<file path="src/rtl/store_fmt_pkg.sv">
package store_fmt_pkg;

    typedef enum logic [1:0] {
        SZ_BYTE = 2'd0,
        SZ_HALF = 2'd1,
        SZ_WORD = 2'd2,
        SZ_WIDE = 2'd3
    } size_e;

    localparam int FCODE_W = 2;
    localparam logic [FCODE_W-1:0] FC_NONE     = 2'b00;
    localparam logic [FCODE_W-1:0] FC_MISALIGN = 2'b01;

    // number of bytes touched by a given size code (codes 2 and 3 both mean word)
    function automatic int unsigned size_bytes(input logic [1:0] sz);
        case (sz)
            SZ_BYTE: return 1;
            SZ_HALF: return 2;
            default: return 4;
        endcase
    endfunction

endpackage

</file>
<file path="src/rtl/stfmt_lane_steer.sv">
module stfmt_lane_steer #(
    parameter int LANES = 4,
    parameter int OFF_W = 2,
    parameter int CNT_W = 3
) (
    input  logic [LANES*8-1:0] reg_data,
    input  logic [OFF_W-1:0]   offset,
    input  logic [CNT_W-1:0]   nbytes,
    input  logic               big_end,
    output logic [LANES*8-1:0] lane_data,
    output logic [LANES-1:0]   lane_hit
);

    for (genvar k = 0; k < LANES; k++) begin : g_lane
        logic [CNT_W-1:0] rel;
        logic [CNT_W-1:0] src;
        logic             in_rng;

        always_comb begin
            rel    = CNT_W'(k) - CNT_W'(offset);
            in_rng = (CNT_W'(k) >= CNT_W'(offset)) && (rel < nbytes);
            src    = big_end ? (nbytes - CNT_W'(1) - rel) : rel;
            lane_hit[k]         = in_rng;
            lane_data[k*8 +: 8] = in_rng ? reg_data[src[OFF_W-1:0]*8 +: 8] : 8'h00;
        end
    end

endmodule

</file>
<file path="src/rtl/stfmt_align_check.sv">
module stfmt_align_check #(
    parameter int LANES = 4,
    parameter int OFF_W = 2,
    parameter int CNT_W = 3
) (
    input  logic             valid,
    input  logic             strict,
    input  logic [OFF_W-1:0] offset,
    input  logic [CNT_W-1:0] nbytes,
    output logic             misaligned,
    output logic             spill
);

    logic [CNT_W-1:0] mask;
    logic [CNT_W:0]   reach;

    always_comb begin
        mask       = nbytes - CNT_W'(1);
        misaligned = valid && strict && ((CNT_W'(offset) & mask) != '0);
        reach      = {1'b0, CNT_W'(offset)} + {1'b0, nbytes};
        spill      = valid && !misaligned && (reach > (CNT_W+1)'(LANES));
    end

endmodule

</file>
<file path="src/rtl/store_fmt_lanes.sv">
module store_fmt_lanes
    import store_fmt_pkg::*;
#(
    parameter int DATA_W = 32
) (
    input  logic                      clk_i,
    input  logic                      rst_ni,
    input  logic                      st_valid_i,
    input  logic                      strict_i,
    input  logic                      big_end_i,
    input  logic [1:0]                size_i,
    input  logic [$clog2(DATA_W/8)-1:0] addr_lo_i,
    input  logic [DATA_W-1:0]         reg_data_i,
    output logic [DATA_W-1:0]         wr_data_o,
    output logic [DATA_W/8-1:0]       wr_be_o,
    output logic                      fault_o,
    output logic [FCODE_W-1:0]        fault_code_o,
    output logic                      spill_o
);

    localparam int LANES = DATA_W / 8;
    localparam int OFF_W = $clog2(LANES);
    localparam int CNT_W = OFF_W + 1;

    typedef struct packed {
        logic [DATA_W-1:0]  data;
        logic [LANES-1:0]   be;
        logic               fault;
        logic [FCODE_W-1:0] code;
        logic               spill;
    } wr_out_t;

    wr_out_t out_d, out_q;

    logic [CNT_W-1:0]  nbytes_d;
    logic [DATA_W-1:0] steer_data_d;
    logic [LANES-1:0]  steer_hit_d;
    logic              misal_d;
    logic              spill_d;

    assign nbytes_d = CNT_W'(size_bytes(size_i));

    stfmt_lane_steer #(
        .LANES (LANES),
        .OFF_W (OFF_W),
        .CNT_W (CNT_W)
    ) u_steer (
        .reg_data  (reg_data_i),
        .offset    (addr_lo_i),
        .nbytes    (nbytes_d),
        .big_end   (big_end_i),
        .lane_data (steer_data_d),
        .lane_hit  (steer_hit_d)
    );

    stfmt_align_check #(
        .LANES (LANES),
        .OFF_W (OFF_W),
        .CNT_W (CNT_W)
    ) u_align (
        .valid      (st_valid_i),
        .strict     (strict_i),
        .offset     (addr_lo_i),
        .nbytes     (nbytes_d),
        .misaligned (misal_d),
        .spill      (spill_d)
    );

    always_comb begin
        out_d = '0;
        if (st_valid_i) begin
            if (misal_d) begin
                out_d.fault = 1'b1;
                out_d.code  = FC_MISALIGN;
            end else begin
                out_d.be    = steer_hit_d;
                out_d.data  = steer_data_d;
                out_d.spill = spill_d;
            end
        end
    end

    always_ff @(posedge clk_i) begin
        if (!rst_ni) begin
            out_q <= '0;
        end else begin
            out_q <= out_d;
        end
    end

    assign wr_data_o    = out_q.data;
    assign wr_be_o      = out_q.be;
    assign fault_o      = out_q.fault;
    assign fault_code_o = out_q.code;
    assign spill_o      = out_q.spill;

endmodule

</file>
<file path="config.mk">
export PLATFORM = sky130hd
export DESIGN_NAME = store_fmt_lanes
export DESIGN_NICKNAME = d
export VERILOG_FILES = /design/src/rtl/store_fmt_pkg.sv /design/src/rtl/stfmt_lane_steer.sv /design/src/rtl/stfmt_align_check.sv /design/src/rtl/store_fmt_lanes.sv
export SDC_FILE = /design/constraint.sdc
export NUM_CORES = 1
export LEC_CHECK = 0
export CELL_PAD_IN_SITES_DETAIL_PLACEMENT = 0
export CELL_PAD_IN_SITES_GLOBAL_PLACEMENT = 1
export CORE_ASPECT_RATIO = 0.6
export CORE_MARGIN = 5
export CORE_UTILIZATION = 35
export CTS_BUF_LIST = sky130_fd_sc_hd__clkbuf_2
export CTS_CLUSTER_SIZE = 24
export DETAILED_ROUTE_END_ITERATION = 10
export GPL_TIMING_DRIVEN = 1
export PLACE_DENSITY = 0.8
export SETUP_SLACK_MARGIN = 0.05
export SYNTH_ARGS = -nofsm -noshare
export SYNTH_HDL_FRONTEND = slang
export SYNTH_SLANG_ARGS = --single-unit
</file>
<file path="constraint.sdc">
create_clock -name clk_i -period 3.2 [get_ports clk_i]
set_clock_uncertainty 0.2 [all_clocks]
set_input_delay 0.32 -clock clk_i [delete_from_list [all_inputs] [get_ports clk_i]]
set_output_delay 0.32 -clock clk_i [all_outputs]
set_load 0.02 [all_outputs]
</file>
==> metrics.txt, run 1 <==
# TYPE chip_impl_metric gauge
chip_impl_info{name="outcome",value="finished, final reports clean"} 1
chip_impl_metric{name="timing.final.setup_violations",unit=""} 0
chip_impl_metric{name="grt_use_total",unit=""} 0.1436
chip_impl_metric{name="ctsLongestPathBuffers",unit=""} 2
chip_impl_info{name="worstSetupEndpointType",value="register"} 1
chip_impl_metric{name="ys_seq_area_frac",unit=""} 0.3466
chip_impl_metric{name="setup-tns-final",unit="ps"} 0
chip_impl_metric{name="syn_to_final_growth",unit="%"} 43.10
chip_impl_metric{name="gr-total-overflow",unit=""} 0
chip_impl_info{name="path_delay_family",value="buffers and inverters"} 1
chip_impl_metric{name="worstPathMaxFanout",unit=""} 9
chip_impl_metric{name="p_sw",unit="mW"} 0.3262
chip_impl_metric{name="core",unit="um^2"} 6111
chip_impl_metric{name="final.period_utilization",unit=""} 0.8062
chip_impl_metric{name="static_leakage_power",unit="nW"} 1.268
chip_impl_metric{name="post_cts_gate_resize_count",unit=""} 0
chip_impl_metric{name="number_of_nets_in_the_synthesized_netlist",unit=""} 252
chip_impl_metric{name="synthesis_stage_register_bit_count",unit=""} 38
chip_impl_metric{name="power.combinational.fraction",unit=""} 0.350
chip_impl_metric{name="initial_utilization",unit=""} 0.3591
chip_impl_info{name="synth_top_cells_by_area",value="dfxtp_1 (35%), mux4_2 (10%), ha_1 (8.0%)"} 1
chip_impl_metric{name="hpwl",unit="mm"} 4.645
chip_impl_metric{name="drt.antenna.violating_nets",unit=""} 0
chip_impl_metric{name="routedWlPerCell",unit="um"} 15.52
chip_impl_metric{name="synth_simple_gate_area_share",unit=""} 0.1408
chip_impl_info{name="hp-class",value="input pin to register"} 1
chip_impl_metric{name="drt-vias-per-instance",unit=""} 4.794
chip_impl_metric{name="fraction_of_synthesized_cell_area_in_xor_and_xnor_cells",unit=""} 0.01197
chip_impl_info{name="crit_chain",value="clkdlybuf4s50_1, inv_1, ha_1, xnor2_1, mux2i_4, buf_4, mux4_1, nor2b_1"} 1
chip_impl_metric{name="final-seq-area",unit="um^2"} 760.7
chip_impl_metric{name="worst_pin_slew",unit="ps"} 829.3
chip_impl_metric{name="layout.filler_cells",unit=""} 572
chip_impl_info{name="grt_setup_unrepaired",value="false"} 1
chip_impl_metric{name="timing.fmax",unit="MHz"} 387.6
chip_impl_metric{name="power.share.clock",unit=""} 0.190
chip_impl_metric{name="critPathMaxStageDelay",unit="ps"} 640
chip_impl_metric{name="grt_max_degree",unit=""} 33
chip_impl_metric{name="number_of_synthesis_warnings",unit=""} 0
chip_impl_info{name="critical_path.startpoint_type",value="input pin"} 1
chip_impl_metric{name="drive_above_1_share",unit=""} 0.1439
chip_impl_metric{name="num_antenna_cells",unit=""} 0
chip_impl_metric{name="grt_pass1_vias",unit=""} 1703
chip_impl_metric{name="post_synth_instance_area",unit="um^2"} 2195
chip_impl_metric{name="placement_rows",unit=""} 22
chip_impl_info{name="synth_top_cell_by_area",value="dfxtp_1"} 1
chip_impl_metric{name="syn-mean-instance-area",unit="um^2"} 11.14
chip_impl_metric{name="drtIter0Drc",unit=""} 102
chip_impl_metric{name="hold_viol",unit=""} 0
chip_impl_metric{name="cts.clk_slew.worst_paths",unit="ps"} 170
chip_impl_info{name="critical_path.slowest_cell",value="clkdlybuf4s50_1"} 1
chip_impl_metric{name="post_synth_inst_count",unit=""} 197
chip_impl_metric{name="synth_mux_area_frac",unit=""} 0.2725
chip_impl_metric{name="placedCellCount",unit=""} 361
chip_impl_metric{name="fin_nets",unit=""} 339
chip_impl_metric{name="global_route_wire_length_before_repair",unit="mm"} 8.949
chip_impl_metric{name="worst-endpoint-required",unit="ps"} 3290
chip_impl_metric{name="routed_wl",unit="mm"} 5.727
chip_impl_metric{name="port_buffers",unit=""} 79
chip_impl_metric{name="sw_ratio",unit=""} 0.3023
chip_impl_metric{name="drv_cap",unit=""} 0
chip_impl_metric{name="timing.final.max_slew_violations",unit=""} 0
chip_impl_info{name="setup.worst_path.class",value="input pin to register"} 1
chip_impl_metric{name="die_width",unit="um"} 112.2
chip_impl_metric{name="cts_buffers",unit=""} 5
chip_impl_metric{name="post_route_cell_area",unit="um^2"} 3141
chip_impl_metric{name="routed-via-count",unit=""} 1769
chip_impl_metric{name="timing.max_slew.rel_slack",unit=""} 0.4462
chip_impl_metric{name="drt_pass1_iterations",unit=""} 4
chip_impl_metric{name="holdPathStages",unit=""} 3
chip_impl_metric{name="cp.depth",unit=""} 8
chip_impl_metric{name="fp.dieH",unit="um"} 71.34
chip_impl_metric{name="cell_internal_pwr",unit="mW"} 0.7528
chip_impl_metric{name="period_needed",unit="ps"} 2580
chip_impl_info{name="clock_tree_root",value="clkbuf_2"} 1
chip_impl_metric{name="io_pins",unit=""} 81
chip_impl_metric{name="clock_sink_count",unit=""} 38
chip_impl_metric{name="grt_antenna_before_repair",unit=""} 0
chip_impl_metric{name="post_synth_fa_ha_maj_area_fraction",unit=""} 0.07982
chip_impl_metric{name="placed_cell_area",unit="um^2"} 3102
chip_impl_metric{name="hold-worst-slack",unit="ps"} 285.0
chip_impl_metric{name="max_h_tree_level",unit=""} 2
chip_impl_metric{name="cp.buffers_inverters",unit=""} 3
chip_impl_metric{name="gp_congestion",unit=""} 0.9493
chip_impl_metric{name="irDropWorstVdd",unit="mV"} 0.1463
chip_impl_metric{name="power.share.sequential",unit=""} 0.460
chip_impl_info{name="main_combinational_cell_family_by_area_after_synthesis",value="multiplexers"} 1
chip_impl_metric{name="power_density",unit="nW/um^2"} 343.6
chip_impl_info{name="tritoncts_clock_tree",value="done"} 1
chip_impl_metric{name="postCtsSetupBuffers",unit=""} 0
chip_impl_metric{name="crit_arrival",unit="ps"} 2670
chip_impl_metric{name="drc_errors",unit=""} 0
chip_impl_metric{name="fraction_of_the_mapped_netlist_area_in_compound_gates",unit=""} 0.08267
chip_impl_metric{name="synthDistinctLibCells",unit=""} 29
chip_impl_metric{name="proportion_of_netlist_area_held_by_the_largest_area_contributor",unit=""} 0.3466
chip_impl_metric{name="instances_no_fill",unit=""} 369
chip_impl_metric{name="multiInputGateArea",unit="um^2"} 1294
chip_impl_metric{name="floorplan.die_area",unit="um^2"} 8006
chip_impl_metric{name="postCtsHoldBufs",unit=""} 0
-- area by class of cell --
type                    instances  area share
inverters                      15     0.01793
clock inverters                 2    0.002789
flip-flops and latches         38      0.2422
well taps                      84     0.03347
clock buffers                   6    0.009562
repair buffers                 90      0.2821
multi-input cells             134      0.4120
-- power by group through the flow --
stage	sequential (mW)	clock [mW]	combinational [mW]
3_5_place_dp	0.507	0	0.376
5_1_grt	0.499	0.227	0.410
2_1_floorplan	0.528	0	0.215
3_3_place_gp	0.507	0	0.373
4_1_cts	0.497	0.212	0.378
6_report	0.497	0.205	0.378
-- routing by layer --
metal,vias up,GRT usage,wire [um]
met5,-,0,0
met4,0,0.03867,63
met3,9,0.04219,376
met2,57,0.2066,2311
met1,810,0.2097,2976
li1,893,-,-
-- registers in the layout, summed over array words and instances (netlist names) --
| register | cells |
|---|---|
| fault_code_o | 1 |
| spill_o | 1 |
| wr_be_o | 4 |
| wr_data_o | 32 |
-- per-stage QoR --
step                        util  setup slack [ps]  total power [mW]
after floorplan                -             805.1            0.7429
after detailed placement  0.5076             231.5            0.8832
after CTS                 0.5139             648.5             1.087
after global placement    0.5076             313.9            0.8798
after global routing      0.5139             507.5             1.136
final                     0.5139             620.1             1.079
-- cells by family (layout without fill, tap and decap cells) --
family                   after synthesis  after routing
AND/OR/NAND/NOR                       54             54
flip-flops                            38             38
multiplexers                          34             34
AO/OA/AOI/OAI                         28             28
buffers and inverters                 25            113
adder cells (fa/ha/maj)               14             14
XOR/XNOR                               3              3
other                                  1              1
-- worst min-delay path, cell delays in order --
cell and delay (ps):
clkdlybuf4s50_1 400, nand2_1 70, nor2_1 40
-- cell usage in the layout, fill, tap and decap left out, drive strengths merged --
master / count
a211oi: 10
a21oi: 11
a221oi: 1
a31oi: 1
and3: 8
buf: 11
clkbuf: 6
clkdlybuf4s50: 79
clkinv: 2
conb: 1
dfxtp: 38
ha: 14
inv: 15
mux2: 8
mux2i: 10
mux4: 16
nand2: 5
nand3: 2
nor2: 3
nor2b: 19
nor3: 17
o21ai: 4
o311ai: 1
xnor2: 2
xor2: 1
-- Yosys cell counts --
| master | number |
|---|---|
| dfxtp_1 | 38 |
| nor2b_1 | 17 |
| nor3_1 | 17 |
| inv_1 | 15 |
| ha_1 | 14 |
| a21oi_1 | 11 |
| a211oi_1 | 10 |
| mux4_2 | 10 |
| and3_1 | 8 |
| mux2_2 | 8 |
| mux2i_1 | 8 |
| mux4_1 | 6 |
| nand2_1 | 5 |
| buf_4 | 4 |
| buf_6 | 4 |
| nor2_1 | 3 |
| mux2i_4 | 2 |
| nand3_1 | 2 |
| nor2b_4 | 2 |
| o21ai_0 | 2 |
| o21ai_1 | 2 |
| xnor2_1 | 2 |
| a221oi_1 | 1 |
| a31oi_1 | 1 |
| buf_2 | 1 |
| clkbuf_1 | 1 |
| conb_1 | 1 |
| o311ai_2 | 1 |
| xor2_1 | 1 |
-- worst paths after layout --
check                       from                          to  slack (ps)
worst min-delay path  st_valid_i  fault_code_o[0]$_SDFF_PN0_         290
worst max-delay path   size_i[1]    wr_data_o[29]$_SDFF_PP0_         620
Power figures use the tool's default switching activity.
==> run 2: changes to the inputs <==
- CORE_UTILIZATION: 35 -> 31
- PLACE_DENSITY: 0.8 -> 0.74
- clock period: 3.2 -> 2.3 ns (I/O delays scaled with it)
==> run 2 against run 1 <==
Effect of this change: critical path type unchanged; sequential power increased by 39%; setup slack got worse by 570 ps; largest cell class unchanged; cell area increased by 8.4%.
==> metrics.txt, run 2 (same netlist as run 1, synthesis figures left out) <==
# TYPE chip_impl_metric gauge
chip_impl_info{name="outcome",value="finished, final reports clean"} 1
chip_impl_metric{name="postCtsSetupBuffers",unit=""} 0
chip_impl_metric{name="routedWlPerCell",unit="um"} 17.32
chip_impl_info{name="tritoncts_clock_tree",value="done"} 1
chip_impl_metric{name="drt-vias-per-instance",unit=""} 4.987
chip_impl_metric{name="worstPathMaxFanout",unit=""} 16
chip_impl_metric{name="hold_viol",unit=""} 0
chip_impl_metric{name="max_h_tree_level",unit=""} 2
chip_impl_metric{name="timing.final.max_slew_violations",unit=""} 0
chip_impl_metric{name="cts_buffers",unit=""} 5
chip_impl_metric{name="global_route_wire_length_before_repair",unit="mm"} 10.50
chip_impl_metric{name="timing.fmax",unit="MHz"} 444.9
chip_impl_metric{name="gr-total-overflow",unit=""} 0
chip_impl_metric{name="port_buffers",unit=""} 79
chip_impl_info{name="critical_path.startpoint_type",value="input pin"} 1
chip_impl_info{name="worstSetupEndpointType",value="register"} 1
chip_impl_metric{name="routed_wl",unit="mm"} 6.806
chip_impl_info{name="layout.cells.most_common_list",value="clkdlybuf4s50_1 (77), dfxtp_1 (38), buf_4 (29), nor2b_1 (17), nor3_1 (17)"} 1
chip_impl_metric{name="io_pins",unit=""} 81
chip_impl_metric{name="hpwl",unit="mm"} 5.295
chip_impl_metric{name="gp_congestion",unit=""} 0.8834
chip_impl_metric{name="placement_rows",unit=""} 23
chip_impl_metric{name="ctsLongestPathBuffers",unit=""} 2
chip_impl_info{name="hp-class",value="input pin to register"} 1
chip_impl_metric{name="syn_to_final_growth",unit="%"} 55.19
chip_impl_metric{name="floorplan.die_area",unit="um^2"} 8917
chip_impl_metric{name="initial_utilization",unit=""} 0.3231
chip_impl_metric{name="timing.final.setup_violations",unit=""} 0
chip_impl_metric{name="drc_errors",unit=""} 0
chip_impl_metric{name="drt_pass1_iterations",unit=""} 4
chip_impl_metric{name="clock_sink_count",unit=""} 38
chip_impl_metric{name="num_antenna_cells",unit=""} 0
chip_impl_metric{name="postLayoutCoreUtil",unit=""} 0.5015
chip_impl_metric{name="fp.dieH",unit="um"} 75.18
chip_impl_metric{name="fin_total_pwr",unit="mW"} 1.573
chip_impl_metric{name="cp.buffers_inverters",unit=""} 2
chip_impl_info{name="clock_tree_root",value="clkbuf_2"} 1
chip_impl_metric{name="final.period_utilization",unit=""} 0.9774
chip_impl_metric{name="largest_register_ffs",unit=""} 32
chip_impl_info{name="crit_chain",value="clkdlybuf4s50_1, nor2_4, ha_2, mux2i_4, bufbuf_16, mux2_2, nor3_1, a211oi_1"} 1
chip_impl_metric{name="core",unit="um^2"} 6792
chip_impl_metric{name="grt_max_degree",unit=""} 17
chip_impl_info{name="path_delay_family",value="buffers and inverters"} 1
chip_impl_metric{name="die_width",unit="um"} 118.6
chip_impl_metric{name="grt_pass1_vias",unit=""} 1885
chip_impl_metric{name="drtIter0Drc",unit=""} 165
chip_impl_metric{name="grt_use_total",unit=""} 0.1555
chip_impl_metric{name="grt_antenna_before_repair",unit=""} 0
chip_impl_metric{name="static_leakage_power",unit="nW"} 1.404
chip_impl_metric{name="drt.antenna.violating_nets",unit=""} 0
chip_impl_metric{name="cts.clk_slew.worst_paths",unit="ps"} 170
chip_impl_metric{name="postCtsHoldBufs",unit=""} 0
chip_impl_metric{name="irDropWorstVdd",unit="mV"} 0.1660
chip_impl_metric{name="drive_above_1_share",unit=""} 0.2255
chip_impl_metric{name="crit_arrival",unit="ps"} 2310
chip_impl_metric{name="hold-worst-slack",unit="ps"} 187.4
chip_impl_metric{name="drv_cap",unit=""} 0
chip_impl_info{name="setup.worst_path.class",value="input pin to register"} 1
chip_impl_metric{name="placed_cell_area",unit="um^2"} 3333
chip_impl_metric{name="critPathMaxStageDelay",unit="ps"} 490
chip_impl_info{name="critical_path.slowest_cell",value="clkdlybuf4s50_1"} 1
chip_impl_metric{name="post_route_cell_area",unit="um^2"} 3406
chip_impl_metric{name="worst-endpoint-required",unit="ps"} 2360
chip_impl_metric{name="routed-via-count",unit=""} 1960
chip_impl_info{name="grt_setup_unrepaired",value="true"} 1
chip_impl_info{name="mostFrequentLayoutCell",value="clkdlybuf4s50_1"} 1
chip_impl_metric{name="fin_nets",unit=""} 362
chip_impl_metric{name="period_needed",unit="ps"} 2248
chip_impl_metric{name="power_density",unit="nW/um^2"} 462.0
[run 2: layout make-up]
cell class,count,area (um^2)
Fill cell,637,3386
Multi-Input combinational cell,134,1333
Timing Repair Buffer,113,1119
Sequential cell,38,760.7
Tap cell,87,108.9
Inverter,15,56.30
Clock buffer,5,25.02
Clock inverter,1,3.754
[run 2: worst paths after layout]
check,startpoint,to,slack (ps),cells after the start
worst max-delay path,size_i[0],wr_data_o[22]$_SDFF_PP0_,50,8
worst min-delay path,st_valid_i,fault_code_o[0]$_SDFF_PN0_,190,3
[run 2: stage by stage]
| step | TNS (ps) | worst slack [ps] | instances |
|---|---|---|---|
| floorplan | 0 | 66.06 | 197 |
| global placement | -9989 | -341.1 | 386 |
| detailed placement | -12430 | -425.6 | 386 |
| CTS | 0 | 121.5 | 393 |
| global route | 0 | 35.10 | 393 |
| finish | 0 | 52.06 | 393 |
[run 2: metal layers]
metal  share of wire  vias up  GRT usage
met1            0.50      917     0.2289
met5               0        -          0
met4          0.0021        0    0.02824
met3           0.085        2    0.04354
li1                -      939          -
met2            0.42      102     0.2302
[run 2: power breakdown]
| part | total [mW] | switching (mW) | leakage, nW | internal, mW |
|---|---|---|---|---|
| registers | 0.691 | 0.00815 | 0.308 | 0.683 |
| clock network | 0.274 | 0.214 | 0.0223 | 0.0606 |
| logic | 0.608 | 0.262 | 1.07 | 0.346 |
| total | 1.57 | 0.484 | 1.40 | 1.09 |
[run 2: repair_timing]
item / in CTS / in global routing
pin swaps: 0 / 0
cloned: 1 / 0
endpoints found under the setup margin: 14 / 3
gates resized for setup: 4 / 1
